==> src/rtl/addrwin_pkg.sv <==
package addrwin_pkg;
  localparam int ADDR_W     = 32;
  localparam int PAGE_SHIFT = 16;
  localparam int PAGE_W     = ADDR_W - PAGE_SHIFT;
  localparam int TGT_W      = 4;
  localparam int ATTR_W     = 8;

  typedef enum logic [1:0] {
    FLD_BASE = 2'd0,
    FLD_MASK = 2'd1,
    FLD_CTRL = 2'd2,
    FLD_NONE = 2'd3
  } cfg_field_e;

  typedef struct packed {
    logic              en;
    logic [PAGE_W-1:0] base;
    logic [PAGE_W-1:0] mask;
    logic [TGT_W-1:0]  tgt;
    logic [ATTR_W-1:0] attr;
  } win_cfg_t;

  function automatic logic is_thermo(input logic [PAGE_W-1:0] m);
    logic [PAGE_W-1:0] inc;
    inc = m + 1'b1;
    return (m & inc) == '0;
  endfunction
endpackage

==> src/rtl/addrwin_regs.sv <==
module addrwin_regs
  import addrwin_pkg::*;
#(
  parameter int NWIN  = 6,
  parameter int SEL_W = 3
) (
  input  logic              clk_i,
  input  logic              rst_ni,
  input  logic              we_i,
  input  logic [SEL_W-1:0]  sel_i,
  input  logic [1:0]        field_i,
  input  logic [ADDR_W-1:0] wdata_i,
  output win_cfg_t          cfg_o [NWIN],
  output logic              mask_err_o
);
  win_cfg_t cfg_d [NWIN];
  win_cfg_t cfg_q [NWIN];
  logic     err_d, err_q;
  logic     sel_ok;
  cfg_field_e fld;

  assign fld    = cfg_field_e'(field_i);
  assign sel_ok = (32'(sel_i) < NWIN);

  always_comb begin
    err_d = err_q;
    for (int i = 0; i < NWIN; i++) begin
      cfg_d[i] = cfg_q[i];
      if (we_i && sel_ok && (32'(sel_i) == i)) begin
        unique case (fld)
          FLD_BASE: cfg_d[i].base = wdata_i[ADDR_W-1:PAGE_SHIFT];
          FLD_MASK: cfg_d[i].mask = wdata_i[PAGE_W-1:0];
          FLD_CTRL: begin
            cfg_d[i].en   = wdata_i[ADDR_W-1];
            cfg_d[i].attr = wdata_i[8 +: ATTR_W];
            cfg_d[i].tgt  = wdata_i[TGT_W-1:0];
          end
          default: ;
        endcase
      end
    end
    if (we_i && sel_ok && (fld == FLD_MASK)) begin
      err_d = !is_thermo(wdata_i[PAGE_W-1:0]);
    end
  end

  for (genvar g = 0; g < NWIN; g++) begin : g_win
    always_ff @(posedge clk_i or negedge rst_ni) begin
      if (!rst_ni) begin
        cfg_q[g] <= '0;
      end else if (we_i) begin
        cfg_q[g] <= cfg_d[g];
      end
    end
  end

  always_ff @(posedge clk_i or negedge rst_ni) begin
    if (!rst_ni) begin
      err_q <= 1'b0;
    end else if (we_i) begin
      err_q <= err_d;
    end
  end

  assign cfg_o      = cfg_q;
  assign mask_err_o = err_q;


  mask_err_chk: assert property (@(posedge clk_i) disable iff (!rst_ni)
    (we_i && sel_ok && fld == FLD_MASK) |=>
      (mask_err_o == !is_thermo($past(wdata_i[PAGE_W-1:0]))));


  ignored_sel_chk: assert property (@(posedge clk_i) disable iff (!rst_ni)
    (we_i && !sel_ok) |=> $stable(mask_err_o));
endmodule

==> src/rtl/addrwin_match.sv <==
module addrwin_match
  import addrwin_pkg::*;
#(
  parameter int NWIN  = 6,
  parameter int SEL_W = 3
) (
  input  win_cfg_t          cfg_i [NWIN],
  input  logic [ADDR_W-1:0] addr_i,
  output logic [NWIN-1:0]   match_o,
  output logic              hit_o,
  output logic [SEL_W-1:0]  win_o,
  output logic [TGT_W-1:0]  tgt_o,
  output logic [ATTR_W-1:0] attr_o
);
  logic [PAGE_W-1:0] page;
  assign page = addr_i[ADDR_W-1:PAGE_SHIFT];

  for (genvar g = 0; g < NWIN; g++) begin : g_cmp
    assign match_o[g] = cfg_i[g].en &&
      (((page ^ cfg_i[g].base) & ~cfg_i[g].mask) == '0);
  end

  always_comb begin
    hit_o  = 1'b0;
    win_o  = '0;
    tgt_o  = '0;
    attr_o = '0;
    for (int i = NWIN - 1; i >= 0; i--) begin
      if (match_o[i]) begin
        hit_o  = 1'b1;
        win_o  = SEL_W'(i);
        tgt_o  = cfg_i[i].tgt;
        attr_o = cfg_i[i].attr;
      end
    end
  end
endmodule

==> src/rtl/addrwin_sizeenc.sv <==
module addrwin_sizeenc
  import addrwin_pkg::*;
(
  input  logic [ADDR_W-1:0] bytes_i,
  output logic [PAGE_W-1:0] mask_o
);
  localparam logic [ADDR_W-1:0] PAGE_BYTES = ADDR_W'(1) << PAGE_SHIFT;

  logic [ADDR_W-1:0] run;
  logic [ADDR_W-1:0] ones;

  always_comb begin
    run  = bytes_i >> 1;
    ones = '0;
    for (int i = 0; i < ADDR_W; i++) begin
      if (run >= PAGE_BYTES) begin
        ones[i] = 1'b1;
        run     = run >> 1;
      end
    end
    mask_o = ones[PAGE_W-1:0];
  end


  always_comb begin
    enc_thermo_chk: assert (is_thermo(mask_o) || $isunknown(bytes_i));
  end
endmodule

==> src/rtl/addrwin_decoder.sv <==
module addrwin_decoder
  import addrwin_pkg::*;
#(
  parameter int NWIN = 6,
  localparam int SEL_W = (NWIN > 1) ? $clog2(NWIN) : 1
) (
  input  logic              clk_i,
  input  logic              rst_ni,
  input  logic              cfg_we_i,
  input  logic [SEL_W-1:0]  cfg_sel_i,
  input  logic [1:0]        cfg_field_i,
  input  logic [ADDR_W-1:0] cfg_wdata_i,
  output logic              mask_err_o,
  input  logic [ADDR_W-1:0] addr_i,
  output logic              hit_o,
  output logic [SEL_W-1:0]  win_o,
  output logic [TGT_W-1:0]  target_o,
  output logic [ATTR_W-1:0] attr_o,
  input  logic [ADDR_W-1:0] size_bytes_i,
  output logic [PAGE_W-1:0] size_mask_o
);
  logic [1:0]      rst_sync_q;
  logic            rst_n_s;
  win_cfg_t        cfg [NWIN];
  logic [NWIN-1:0] match;

  always_ff @(posedge clk_i or negedge rst_ni) begin
    if (!rst_ni) rst_sync_q <= 2'b00;
    else         rst_sync_q <= {rst_sync_q[0], 1'b1};
  end
  assign rst_n_s = rst_sync_q[1];

  addrwin_regs #(.NWIN(NWIN), .SEL_W(SEL_W)) i_regs (
    .clk_i      (clk_i),
    .rst_ni     (rst_n_s),
    .we_i       (cfg_we_i),
    .sel_i      (cfg_sel_i),
    .field_i    (cfg_field_i),
    .wdata_i    (cfg_wdata_i),
    .cfg_o      (cfg),
    .mask_err_o (mask_err_o)
  );

  addrwin_match #(.NWIN(NWIN), .SEL_W(SEL_W)) i_match (
    .cfg_i   (cfg),
    .addr_i  (addr_i),
    .match_o (match),
    .hit_o   (hit_o),
    .win_o   (win_o),
    .tgt_o   (target_o),
    .attr_o  (attr_o)
  );

  addrwin_sizeenc i_sizeenc (
    .bytes_i (size_bytes_i),
    .mask_o  (size_mask_o)
  );


  miss_zero_chk: assert property (@(posedge clk_i) disable iff (!rst_n_s)
    !hit_o |-> (win_o == '0 && target_o == '0 && attr_o == '0));


  hit_enabled_chk: assert property (@(posedge clk_i) disable iff (!rst_n_s)
    hit_o |-> cfg[win_o].en);


  lowest_wins_chk: assert property (@(posedge clk_i) disable iff (!rst_n_s)
    hit_o |-> ((match & ((NWIN'(1) << win_o) - NWIN'(1))) == '0));


  reset_idle_chk: assert property (@(posedge clk_i)
    $rose(rst_n_s) |-> (!hit_o && !mask_err_o));
endmodule

==> config.mk <==
export PLATFORM = sky130hd
export DESIGN_NAME = addrwin_decoder
export DESIGN_NICKNAME = d
export VERILOG_FILES = /design/src/rtl/addrwin_pkg.sv /design/src/rtl/addrwin_regs.sv /design/src/rtl/addrwin_match.sv /design/src/rtl/addrwin_sizeenc.sv /design/src/rtl/addrwin_decoder.sv
export SDC_FILE = /design/constraint.sdc
export NUM_CORES = 1
export LEC_CHECK = 0
export BUFFER_PORTS_ARGS = -buffer_cell sky130_fd_sc_hd__buf_2
export CAP_MARGIN = 20
export CORE_UTILIZATION = 59
export CTS_BUF_LIST = sky130_fd_sc_hd__clkbuf_16
export CTS_CLUSTER_SIZE = 10
export DETAILED_ROUTE_END_ITERATION = 12
export HOLD_SLACK_MARGIN = 0.08
export MAX_ROUTING_LAYER = met4
export PLACE_DENSITY = 0.79
export SLEW_MARGIN = 20
export SYNTH_ARGS = -nofsm -noshare
export SYNTH_HDL_FRONTEND = slang
export SYNTH_HIERARCHICAL = 1
export SYNTH_SLANG_ARGS = --single-unit
==> constraint.sdc <==
create_clock -name clk_i -period 11 [get_ports clk_i]
set_input_delay 0.55 -clock clk_i [delete_from_list [all_inputs] [get_ports clk_i]]
set_output_delay 0.55 -clock clk_i [all_outputs]
set_load 0.05 [all_outputs]
==> Yosys cells after proc, flatten, opt, wreduce, memory -nomap -nowiden <==
Cells that the tools add are included.
Widths: inputs -> output; s select.
{ "word_totals": {"elab_cells": 174, "input_bits": 104, "regBits": 273, "output_inout_bits": 33} }
{ "classes": {"magnitude_cmp": 17, "bitwise_logic": 19, "n_eq_ne": 7, "muxes": 55, "add_sub_neg": 1, "n_reduce_logical": 43} }
{ "ops": {"columns": ["cell", "count"], "rows": [
  ["$ge 32x17->1 const B", 15],
  ["$mux 32", 14],
  ["$and 16x16->16", 7],
  ["$logic_not 16->1", 7],
  ["$not 16->16", 6],
  ["$xor 16x16->16", 6],
  ["$reduce_and 3->1", 18],
  ["$mux 8", 6],
  ["$ge 31x17->1 const B", 1],
  ["$mux 31", 1],
  ["$mux 4", 6],
  ["$mux 1", 22],
  ["$mux 3", 6],
  ["$add 16x1->16 const B", 1],
  ["$logic_and 1x1->1", 14],
  ["$eq 3x2->1 const B", 2],
  ["$eq 3x3->1 const B", 2],
  ["$eq 3x1->1 const B", 1],
  ["$logic_not 3->1", 1],
  ["$lt 3x3->1 const B", 1],
  ["$eq 2x1->1 const B", 1],
  ["$eq 2x2->1 const B", 1],
  ["$logic_not 2->1", 1],
  ["$reduce_and 2->1", 1],
  ["$logic_not 1->1", 1]
]} }

==> Logic depth before layout (Yosys ltp) <==
Gate-level depths: netlist of run 1.
{ "depth": {"word_depth": 32, "mapped_depth": 11, "mapped_depth_nobuf": 8} }

==> Modules after synthesis <==
The synthesis of run 1 kept the hierarchy.
{ "by_module_without_submodules": {"columns": ["module", "area_each_um2", "cells_per_inst", "instances", "seq_area_each_um2"], "rows": [
  ["addrwin_regs", 10463.8, 634, 1, 6781.5],
  ["addrwin_match", 2150.8, 297, 1, 0.0],
  ["addrwin_sizeenc", 145.1, 22, 1, 0.0],
  ["addrwin_decoder", 53.8, 3, 1, 50.0]
]} }

==> Worst setup path before layout of run 1 <==
No wires, ideal clock.
{ "synth_path": {"kind": "input to output", "startpoint": "input addr_i[17]", "endpoint": "output target_o[1]", "n_path_buf": 2, "required_ps": 10450, "stages": 9, "arrival_ps": 3182, "slack_ps": 7268, "cell_sequence": "buf_2 xnor2_1 o22ai_1 nor4_1 o2111ai_1 nor2b_1 buf_2 a21oi_1 o32ai_1"} }
{ "synth_via": {"elab_chain_len": 10, "elab_cells_between_ends": 30, "classes_between": "mux (6); bitwise (12); reduce/logical (12)"} }
{ "synth_rtl": {"columns": ["element", "line_no", "source"], "rows": [
  ["from (decl)", "addrwin_decoder.sv:14", "input logic [ADDR_W-1:0] addr_i,"],
  ["$xor 16x16->16", "addrwin_match.sv:20", "(((page ^ cfg_i[g].base) & ~cfg_i[g].mask) == '0);"],
  ["$and 16x16->16", "addrwin_match.sv:20", null],
  ["$logic_not 16->1", "addrwin_match.sv:20", null],
  ["$logic_and 1x1->1", "addrwin_match.sv:19", "assign match_o[g] = cfg_i[g].en &&"],
  ["$mux 4 (5 in a row)", "addrwin_match.sv:29", "if (match_o[i]) begin"],
  ["$mux 4 *", "addrwin_match.sv:29", null],
  ["to (decl)", "addrwin_decoder.sv:17", "output logic [TGT_W-1:0] target_o,"]
]} }
Mark *: on every way between the ends. The rest lies on a longest branch, timed or not.

==> Worst setup path in the final report of run 1 <==
{ "layout_path": {"startpoint": "register i_regs.cfg_q (netlist bit i_regs/cfg_o[268])", "endpoint": "output attr_o[7]"} }
{ "layout_via": {"elab_chain_len": 5} }
{ "layout_rtl": {"columns": ["element", "line_no", "source"], "rows": [
  ["from (decl)", "addrwin_regs.sv:17", "win_cfg_t cfg_q [NWIN];"],
  ["from (signal, indexed assignment)", "addrwin_regs.sv:52", "cfg_q[g] <= cfg_d[g];"],
  ["$xor 16x16->16", "addrwin_match.sv:20", null],
  ["$and 16x16->16", "addrwin_match.sv:20", null],
  ["$logic_not 16->1", "addrwin_match.sv:20", null],
  ["$logic_and 1x1->1", "addrwin_match.sv:19", null],
  ["via match[0]", "addrwin_decoder.sv:25", "logic [NWIN-1:0] match;"],
  ["$mux 8", "addrwin_match.sv:29", null],
  ["to (decl)", "addrwin_decoder.sv:18", "output logic [ATTR_W-1:0] attr_o,"]
]} }
The timed path passes the listed nets, and every way through them passes these cells.

==> results of run 1 <==
metrics by stage:
step	cells	setup slack [ps]	hold slack, ps	instance area (µm²)
2_1_floorplan	955	2830	254	12800
3_3_place_gp	1271	6610	336	13300
3_5_place_dp	1271	6640	337	13300
4_1_cts	1307	6300	285	14200
5_1_grt	1307	6180	300	14200
6_report	1307	6290	293	14200
worst paths after layout:
| check | from | end | slack, ps |
|---|---|---|---|
| setup / recovery | i_regs/cfg_o[268] | attr_o[7] | 6290 |
| hold / removal | cfg_wdata_i[23] | i_regs/cfg_o[215] | 290 |
| setup reg to reg | rst_sync_q[1] | i_regs/cfg_o[115] | 8660 |
| hold reg to reg | rst_sync_q[0] | rst_sync_q[1] | 350 |
| max in group asynchronous | rst_sync_q[1] | i_regs/cfg_o[115] | 8660 |
| min in group asynchronous | rst_ni | rst_sync_q[1] | 300 |
critical path, cell delays in order, from the launching register on:
cell     delay [ps]
dfrtp_1         400
xnor2_1         220
o22ai_1         110
nor4_1          610
and3_1          920
inv_2           330
nand2_1         510
o32ai_1         220
buf_2           250
state kept, by name, summed over array words and instances, names as in the netlist:
register and cells:
i_regs/cfg_o 270, rst_sync_q 2, i_regs/mask_err_o 1
power groups by stage:
stage               Sequential, µW  Combinational, µW  Clock (µW)
floorplan                     1310                326           0
global placement              1320                417           0
detailed placement            1330                431           0
CTS                           1320                436         908
global route                  1340                467         945
finish                        1320                434         893
what timing repair did:
item / in CTS / in global routing
hold endpoints to repair: 2 / 0
endpoints found under the setup margin: 0 / 0
hold buffers: 1 / 0
metal layers:
metal | wire [µm] | GRT usage, %
met4 | 969 | 9.74
met5 | 0 | -
met3 | 1500 | 4.65
met2 | 15000 | 46.7
met1 | 13000 | 37.5
cell type report:
type / count / area (µm²)
fillers: 1519 / 6990
flip-flops and latches: 273 / 6840
multi-input cells: 600 / 5520
clock buffers: 31 / 776
repair buffers: 107 / 554
well taps: 275 / 344
inverters: 17 / 76.3
clock inverters: 4 / 57.6
==> run summary, run 1 <==
status: completed
initial detailed-routing violation count: 376
IO buf count: 102
startpoint types: flop
setup TNS: 0 ps
die area: 22300 µm²
Final setup violation count: 0
power per cell area: 187 nW/µm²
synthesized area per cell: 13.4 µm²
Clk Latency, worst-skew pair: 560 ps
CTS tree: done
endpoints failing hold: 0
final WL: 30.4 mm
Max Cap Viol: 0
CTS Buf Count: 31
Sw Pwr: 680 µW
Pwr Total: 2650 µW
final worst path period share: 42.8%
chip width: 149 µm
CP required: 10450 ps
GPL Wtd Cong: 0.813
Area Overhead vs Synth: 10.5%
LEAKAGE: 0.00643 µW
Int Pwr: 1970 µW
total setup buffers inserted after CTS: 0
share of total power in sequential cells: 49.8%
most frequent cells in the layout: 272 x dfrtp_1, 241 x mux2_2, 102 x buf_2
die height: 149 µm
R2R depth: 2
GRT overflow: 0
cell area after synthesis: 12800 µm²
Reg clk slew, reported paths: 50 ps
Initial DRT Pass Iterations: 4
share of layout cells above drive strength 1: 42.4%
Syn Inst Count: 955
Worst Hold Class: in -> reg
Fmax achieved: 0.212 GHz
clock network power share: 33.8%
Slew Viols, Final: 0
initial core utilization: 60.6%
Worst VDD drop: 0.149 mV
yosys warns: 6
Clock Sinks: 273
CTS root buffer: clkbuf_16
DRC: 0
Vias per Instance: 6.14
Worst Max-Slew Pin Slew: 1060 ps
Vias: 8029
Worst Hold Path Cells: 2
Routed wire per std cell: 23.3 µm
combinational power share: 16.4%
largest net degree at the start of global routing: 82
Tmin final: 4710 ps
Final Util: 66.9%
Sw Ratio: 25.7%
arrival time at the worst endpoint: 4160 ps
Mapped Nets: 1059
HPWL after DPL: 19.7 mm
cts repair resizes: 0
initial antenna violation count: 0
CORE AREA: 21200 µm²
fin nets: 1134
vias in the first global route: 8160
worst clock skew: 16.9 ps
# IOs: 137
All-Layer GR Usage: 29.0%
# H-tree levels: 1
Max Buffers Root-to-Sink: 3
unrepaired setup endpoints after global routing: false
ANT cells: 0
ANT nets after route: 0
global-route wire length before repair: 46.8 mm
Crit Path Category: reg -> out
slew margin rel.: 29.6%
critical path peak fanout: 17
CP Capture Type: output port
most common cell after layout, fill and taps aside: dfrtp_1
site row count: 53
Power figures use the tool's default switching activity.
==> inputs of run 2 (changes only) <==
==> constraint.sdc (replaced) <==
create_clock -name clk_i -period 4.9 [get_ports clk_i]
set_input_delay 0.245 -clock clk_i [delete_from_list [all_inputs] [get_ports clk_i]]
set_output_delay 0.245 -clock clk_i [all_outputs]
set_load 0.05 [all_outputs]
==> run 2 against run 1 <==
  * Cell count grew 1.7%
  * Core utilization rose by 0.88 points
  * Non-clock buffer count is 18 higher
  * Global-route usage is 0.21 points lower
  * Final area up 1.3%
  * Largest cell class unchanged
  * Highest routed layer unchanged
==> run summary, run 2 (synthesis gave the netlist of run 1 again) <==
status: completed
IO buf count: 102 (unchanged)
Max Buffers Root-to-Sink: 3 (unchanged)
final worst path period share: 86.3%
CP Capture Type: output port
CP Cell Sequence: xnor2_1 -> o22ai_1 -> nor4_1 -> o2111ai_1 -> nor2b_1 -> a21oi_1 -> o32ai_1 -> buf_2
ANT nets after route: 0 (unchanged)
Worst VDD drop: 0.303 mV (+100%)
DRC: 0 (unchanged)
die area: 22300 µm² (unchanged)
Vias: 8065 (+0.45%)
share of layout cells above drive strength 1: 41.7% (-0.71 points)
power per cell area: 411 nW/µm² (+120%)
Crit Path Category: reg -> out
slew margin rel.: 26.6% (-3.0 points)
worst clock skew: 23.8 ps (+6.92 ps)
unrepaired setup endpoints after global routing: false
R2R depth: 1 (-1)
initial antenna violation count: 2 (+2)
R2R Path Start: rst_sync_q[1]
slowest stage delay, CP: 890 ps (-30 ps)
Hold Crit Start: cfg_wdata_i[5]
Vias per Instance: 6.07 (-1.2%)
CTS tree: done
PnR worst setup slack: 671 ps (-5620 ps)
most frequent cells in the layout: 272 x dfrtp_1, 241 x mux2_2, 102 x buf_2
largest net degree at the start of global routing: 122 (+49%)
fin nets: 1152 (+1.6%)
LEAKAGE: 0.00651 µW (+1.3%)
most common cell after layout, fill and taps aside: dfrtp_1
arrival time at the worst endpoint: 3980 ps (-180 ps)
Clk Latency, worst-skew pair: 570 ps (about the same)
Max Cap Viol: 0 (unchanged)
# H-tree levels: 1 (unchanged)
Final setup violation count: 0 (unchanged)
CP required: 4660 ps (-5790 ps)
Worst Hold Class: in -> reg
critical path peak fanout: 13 (-4)
Worst Max-Slew Pin Slew: 1100 ps (+44.3 ps)
site row count: 53 (unchanged)
total setup buffers inserted after CTS: 0 (unchanged)
vias in the first global route: 8299 (+1.7%)
CTS root buffer: clkbuf_16
GRT overflow: 0 (unchanged)
endpoints failing hold: 0 (unchanged)
HPWL after DPL: 19.7 mm (about the same)
setup TNS: 0 ps (unchanged)
Fmax achieved: 0.236 GHz
GPL Wtd Cong: 0.824 (+1.4%)
# IOs: 137 (unchanged)
cts repair resizes: 0 (unchanged)
max reg flops: 270 (unchanged)
All-Layer GR Usage: 28.8% (-0.21 points)
Slew Viols, Final: 0 (unchanged)
Slowest-stage cell, CP: nor2b_1
Place WS: 1280 ps (-5360 ps)
Clock Sinks: 273 (unchanged)
Worst Hold Path Cells: 2 (unchanged)
Area Overhead vs Synth: 12.0%
Routed wire per std cell: 22.7 µm (-2.6%)
startpoint types: flop
crit path launch: i_regs/cfg_o[30]
final WL: 30.1 mm (-0.92%)
initial core utilization: 60.6% (unchanged)
chip width: 149 µm (unchanged)
Reg clk slew, reported paths: 60 ps (about the same)
Tmin final: 4230 ps
initial detailed-routing violation count: 418 (+11%)
CORE AREA: 21200 µm² (unchanged)
Initial DRT Pass Iterations: 5 (+1)
die height: 149 µm (unchanged)
CTS Buf Count: 31 (unchanged)
global-route wire length before repair: 46.8 mm (-0.10%)
-- run 2: cell count changes in the layout (fill, tap and decap cells not counted), sizes merged --
cell and delta:
buf +1, diode +2, bufinv -1, inv +2
clkinv +1, dlygate4sd3 +17
-- run 2: where the power goes --
group	total [µW]	switching, µW	internal [µW]	leakage, µW
Clock	1950	841	1110	0.000413
Combinational	992	425	567	0.00262
Sequential	2960	263	2690	0.00348
-- run 2: final timing paths --
path,end,slack [ps]
worst max-delay path,attr_o[4],670
worst min-delay path,i_regs/cfg_o[107],100
worst max register to register,i_regs/cfg_o[6],3400
worst min register to register,rst_sync_q[1],350
max in group asynchronous,i_regs/cfg_o[6],3400
min in group asynchronous,i_regs/cfg_o[246],370
-- run 2: repair_timing --
action	in CTS	in global routing
hold buffers	18	0
endpoints found under the setup margin	0	0
hold endpoints to repair	94	0
-- run 2: worst max-delay path, delay by kind of cell, from the launching register on --
kind | cells | cell delay (ps)
AOI/OAI and AO/OA | 4 | 1140
xor gates and xnor gates | 1 | 230
buffers and inverters | 1 | 340
DFF | 1 | 380
and+or+nand+nor | 2 | 1320
-- run 2: routing by layer --
metal  vias up  routed length (µm)  track usage [%]
li1       3588                   -                -
met1      4136               12500             36.3
met2       269               14700             47.0
met3        72                1800             4.77
met4         0                1090             10.2
met5         -                   0                -
-- run 2: layout make-up --
cell class / count / area (µm²)
Sequential cell: 273 / 6840
Fill cell: 1518 / 6810
Multi-Input combinational cell: 600 / 5520
Clock buffer: 31 / 776
Timing Repair Buffer: 125 / 753
Tap cell: 275 / 344
Inverter: 17 / 76.3
Clock inverter: 6 / 40.0
Antenna cell: 2 / 5.00
-- run 2: per-stage QoR --
step / hold WS, ps / instances / instance area, µm² / total power [µW] / util (%)
final: 102 / 1329 / 14300 / 5900 / 67.8
after global routing: 91.7 / 1329 / 14300 / 6160 / 67.8
after CTS: 80.0 / 1327 / 14300 / 5950 / 67.8
after detailed placement: 31.8 / 1272 / 13300 / 3970 / 63.1
after global placement: 31.1 / 1272 / 13300 / 3910 / 63.1
after floorplan: -50.6 / 955 / 12800 / 3680 / -
==> inputs of run 3 (changes only) <==
--- a/config.mk
+++ b/config.mk
@@ -5,6 +5,7 @@
 export SDC_FILE = /design/constraint.sdc
 export NUM_CORES = 1
 export LEC_CHECK = 0
+export ABC_AREA = 1
 export BUFFER_PORTS_ARGS = -buffer_cell sky130_fd_sc_hd__buf_2
 export CAP_MARGIN = 20
 export CORE_UTILIZATION = 59
==> run 3 against run 2 <==
  * Global-route usage grew 2.5 points
  * Clock skew shrank 11 ps
  * Critical path depth grew 5
  * Cell count grew 47%
  * Combinational power shrank 15%
  * Critical path type unchanged
==> run summary, run 3 <==
# IOs: 137 (unchanged)
startpoint types: flop
site row count: 54 (+1.9%)
Worst Hold Path Cells: 5 (+3)
Syn Inst Count: 1601 (+68%)
register area: 6840 µm² (unchanged)
yosys warns: 6 (unchanged)
# H-tree levels: 1 (unchanged)
Synth Area in Compound Gates: 14.5%
PnR worst setup slack: 1230 ps (+558 ps)
CP Capture Type: output port
simple-gate portion of the synthesized area: 23.6%
Fill cells: 1813 (+19%)
synthesis-stage register bit count: 273
initial antenna violation count: 3 (+1)
Vias: 11000 (+37%)
Worst Hold Class: in -> reg
final worst path period share: 74.9% (-11 points)
initial core utilization: 60.3% (-0.30 points)
Post-synth EDFFs: 0
Initial DRT Pass Iterations: 5 (unchanged)
Synth top cells by count: 478 x nand2_1, 273 x dfrtp_1, 152 x o21ai_0
ANT nets after route: 0 (unchanged)
global-route wire length before repair: 53.3 mm (+14%)
GPL Wtd Cong: 0.865 (+4.9%)
top-count cell post-synth: nand2_1
Worst Max-Slew Pin Slew: 1110 ps (+8.80 ps)
die height: 151 µm (+1.3%)
cell area after synthesis: 13200 µm² (+2.7%)
fin nets: 1764 (+53%)
LEAKAGE: 0.00693 µW (+6.4%)
synthesized area per cell: 8.21 µm² (-39%)
vias in the first global route: 10300 (+24%)
GRT overflow: 0 (unchanged)
Mapped Nets: 1705 (+61%)
Fmax achieved: 0.272 GHz (+15%)
initial detailed-routing violation count: 1018 (+140%)
R2R Setup Slk: 3280 ps (-120 ps)
Synth Area in Adders: 0%
largest family of logic cells by synthesized area: simple AND/OR/NAND/NOR gates
Reg clk slew, reported paths: 50 ps (about the same)
worst clock skew: 12.4 ps (-11.4 ps)
CTS root buffer: clkbuf_16
area of the multi-input gates: 5390 µm² (-2.3%)
slew margin rel.: 25.9% (-0.77 points)
largest net degree at the start of global routing: 115 (-5.7%)
Max Buffers Root-to-Sink: 3 (unchanged)
chip width: 151 µm (+1.3%)
most frequent cells in the layout: 476 x nand2_1, 272 x dfrtp_1, 152 x o21ai_0
most common cell after layout, fill and taps aside: nand2_1
Clock Sinks: 273 (unchanged)
CTS Buf Count: 31 (unchanged)
sequential fraction of the synthesis area: 52.0%
cell taking the most area after synthesis: dfrtp_1
post-synth top area share: 52.0%
Worst VDD drop: 0.280 mV (-7.6%)
arrival time at the worst endpoint: 3430 ps (-550 ps)
final WL: 33.7 mm (+12%)
prevailing post-synth register cell: dfrtp_1
critical path peak fanout: 14 (+1)
CP required: 4660 ps (about the same)
most area-consuming cells after synthesis: dfrtp_1 52%, nand2_1 14%, o21ai_0 5.8%, o21ai_1 5.2%, nor2_1 3.8%
ys async rst share: 100%
Max Cap Viol: 0 (unchanged)
Tmin final: 3670 ps (-558 ps)
Final setup violation count: 0 (unchanged)
Clk Latency, worst-skew pair: 560 ps (about the same)
unrepaired setup endpoints after global routing: false
Place WS: 1870 ps (+586 ps)
IO buf count: 102 (unchanged)
CTS tree: done
post-route insts no fill: 1948 (+47%)
power per cell area: 391 nW/µm² (-4.9%)
Pwr Total: 5650 µW (-4.4%)
Vias per Instance: 5.66 (-6.7%)
Crit Path Category: reg -> out
Area Overhead vs Synth: 9.70%
post-synthesis mux area share: 0%
Routed wire per std cell: 17.3 µm (-24%)
R2R depth: 1 (unchanged)
endpoints failing hold: 0 (unchanged)
Post-Synth XOR/XNOR Area: 2.80%
DRC: 0 (unchanged)
Final Util: 66.1% (-1.7 points)
CORE AREA: 21800 µm² (+3.2%)
Inst Count DP: 1897 (+49%)
Netlist cell types: 37
max reg flops: 270 (unchanged)
die area: 22900 µm² (+2.6%)
total setup buffers inserted after CTS: 0 (unchanged)
All-Layer GR Usage: 31.3% (+2.5 points)
setup TNS: 0 ps (unchanged)
Slew Viols, Final: 0 (unchanged)
share of layout cells above drive strength 1: 13.6% (-28 points)
status: completed
HPWL after DPL: 22.2 mm (+12%)
-- run 3: cells by family (layout without fill, tap and decap cells) --
kind of cell,count (synthesis),in the layout
compound gates,363,363
xor+xnor,42,42
buf+inv,188,252
flops,273,273
other cells,2,5
simple gates,733,733
-- run 3: area by class of cell --
cell class	count	area share [%]
Timing Repair Buffer	118	4.68
Inverter	96	2.50
Tap cell	280	2.43
Antenna cell	3	0.0520
Clock buffer	31	5.38
Multi-Input combinational cell	1140	37.4
Sequential cell	273	47.4
Clock inverter	7	0.217
-- run 3: worst paths after layout --
| check | startpoint | to |
|---|---|---|
| min in group asynchronous | rst_sync_q[1] | i_regs/cfg_o[144] |
| setup reg to reg | rst_sync_q[1] | i_regs/cfg_o[194] |
| hold reg to reg | rst_sync_q[0] | rst_sync_q[1] |
| setup / recovery | i_regs/cfg_o[83] | attr_o[5] |
| max in group asynchronous | rst_sync_q[1] | i_regs/cfg_o[194] |
| hold / removal | cfg_wdata_i[13] | i_regs/mask_err_o |
-- run 3: where the power goes --
group | total (µW) | switching, µW | internal [µW] | leakage [µW]
Clock | 1940 | 835 | 1110 | 0.000411
Combinational | 844 | 506 | 338 | 0.00295
Sequential | 2860 | 231 | 2630 | 0.00357
-- run 3: worst max-delay path, cell delays in order, from the launching register on --
cell     delay (ps)
dfrtp_1         380
inv_1            70
a21oi_1          60
o21ai_1         100
nand2_1         120
nor2_1          810
nand3_2         560
nand3_1         190
nand2_1          70
nand2_1          60
nand2_1          80
nand2_1         100
a21oi_2          60
buf_2           210
-- run 3: per-layer routing --
layer	GRT usage, %	part of all wire [%]
met2	51.0	48
met5	-	0
met1	40.5	41
met4	10.5	3.1
met3	4.43	7.4
-- run 3: stage by stage --
stage / cell area (µm²) / hold WS (ps)
3_3_place_gp: 13500 / 30.2
5_1_grt: 14400 / 103
3_5_place_dp: 13500 / 32.6
2_1_floorplan: 13200 / -50.6
6_report: 14400 / 96.9
4_1_cts: 14400 / 86.3
-- run 3: what timing repair did --
item,in CTS,in global routing
endpoints found under the setup margin,0,0
hold buffers,10,0
endpoints found under the hold margin,25,0
gates resized for setup,0,0
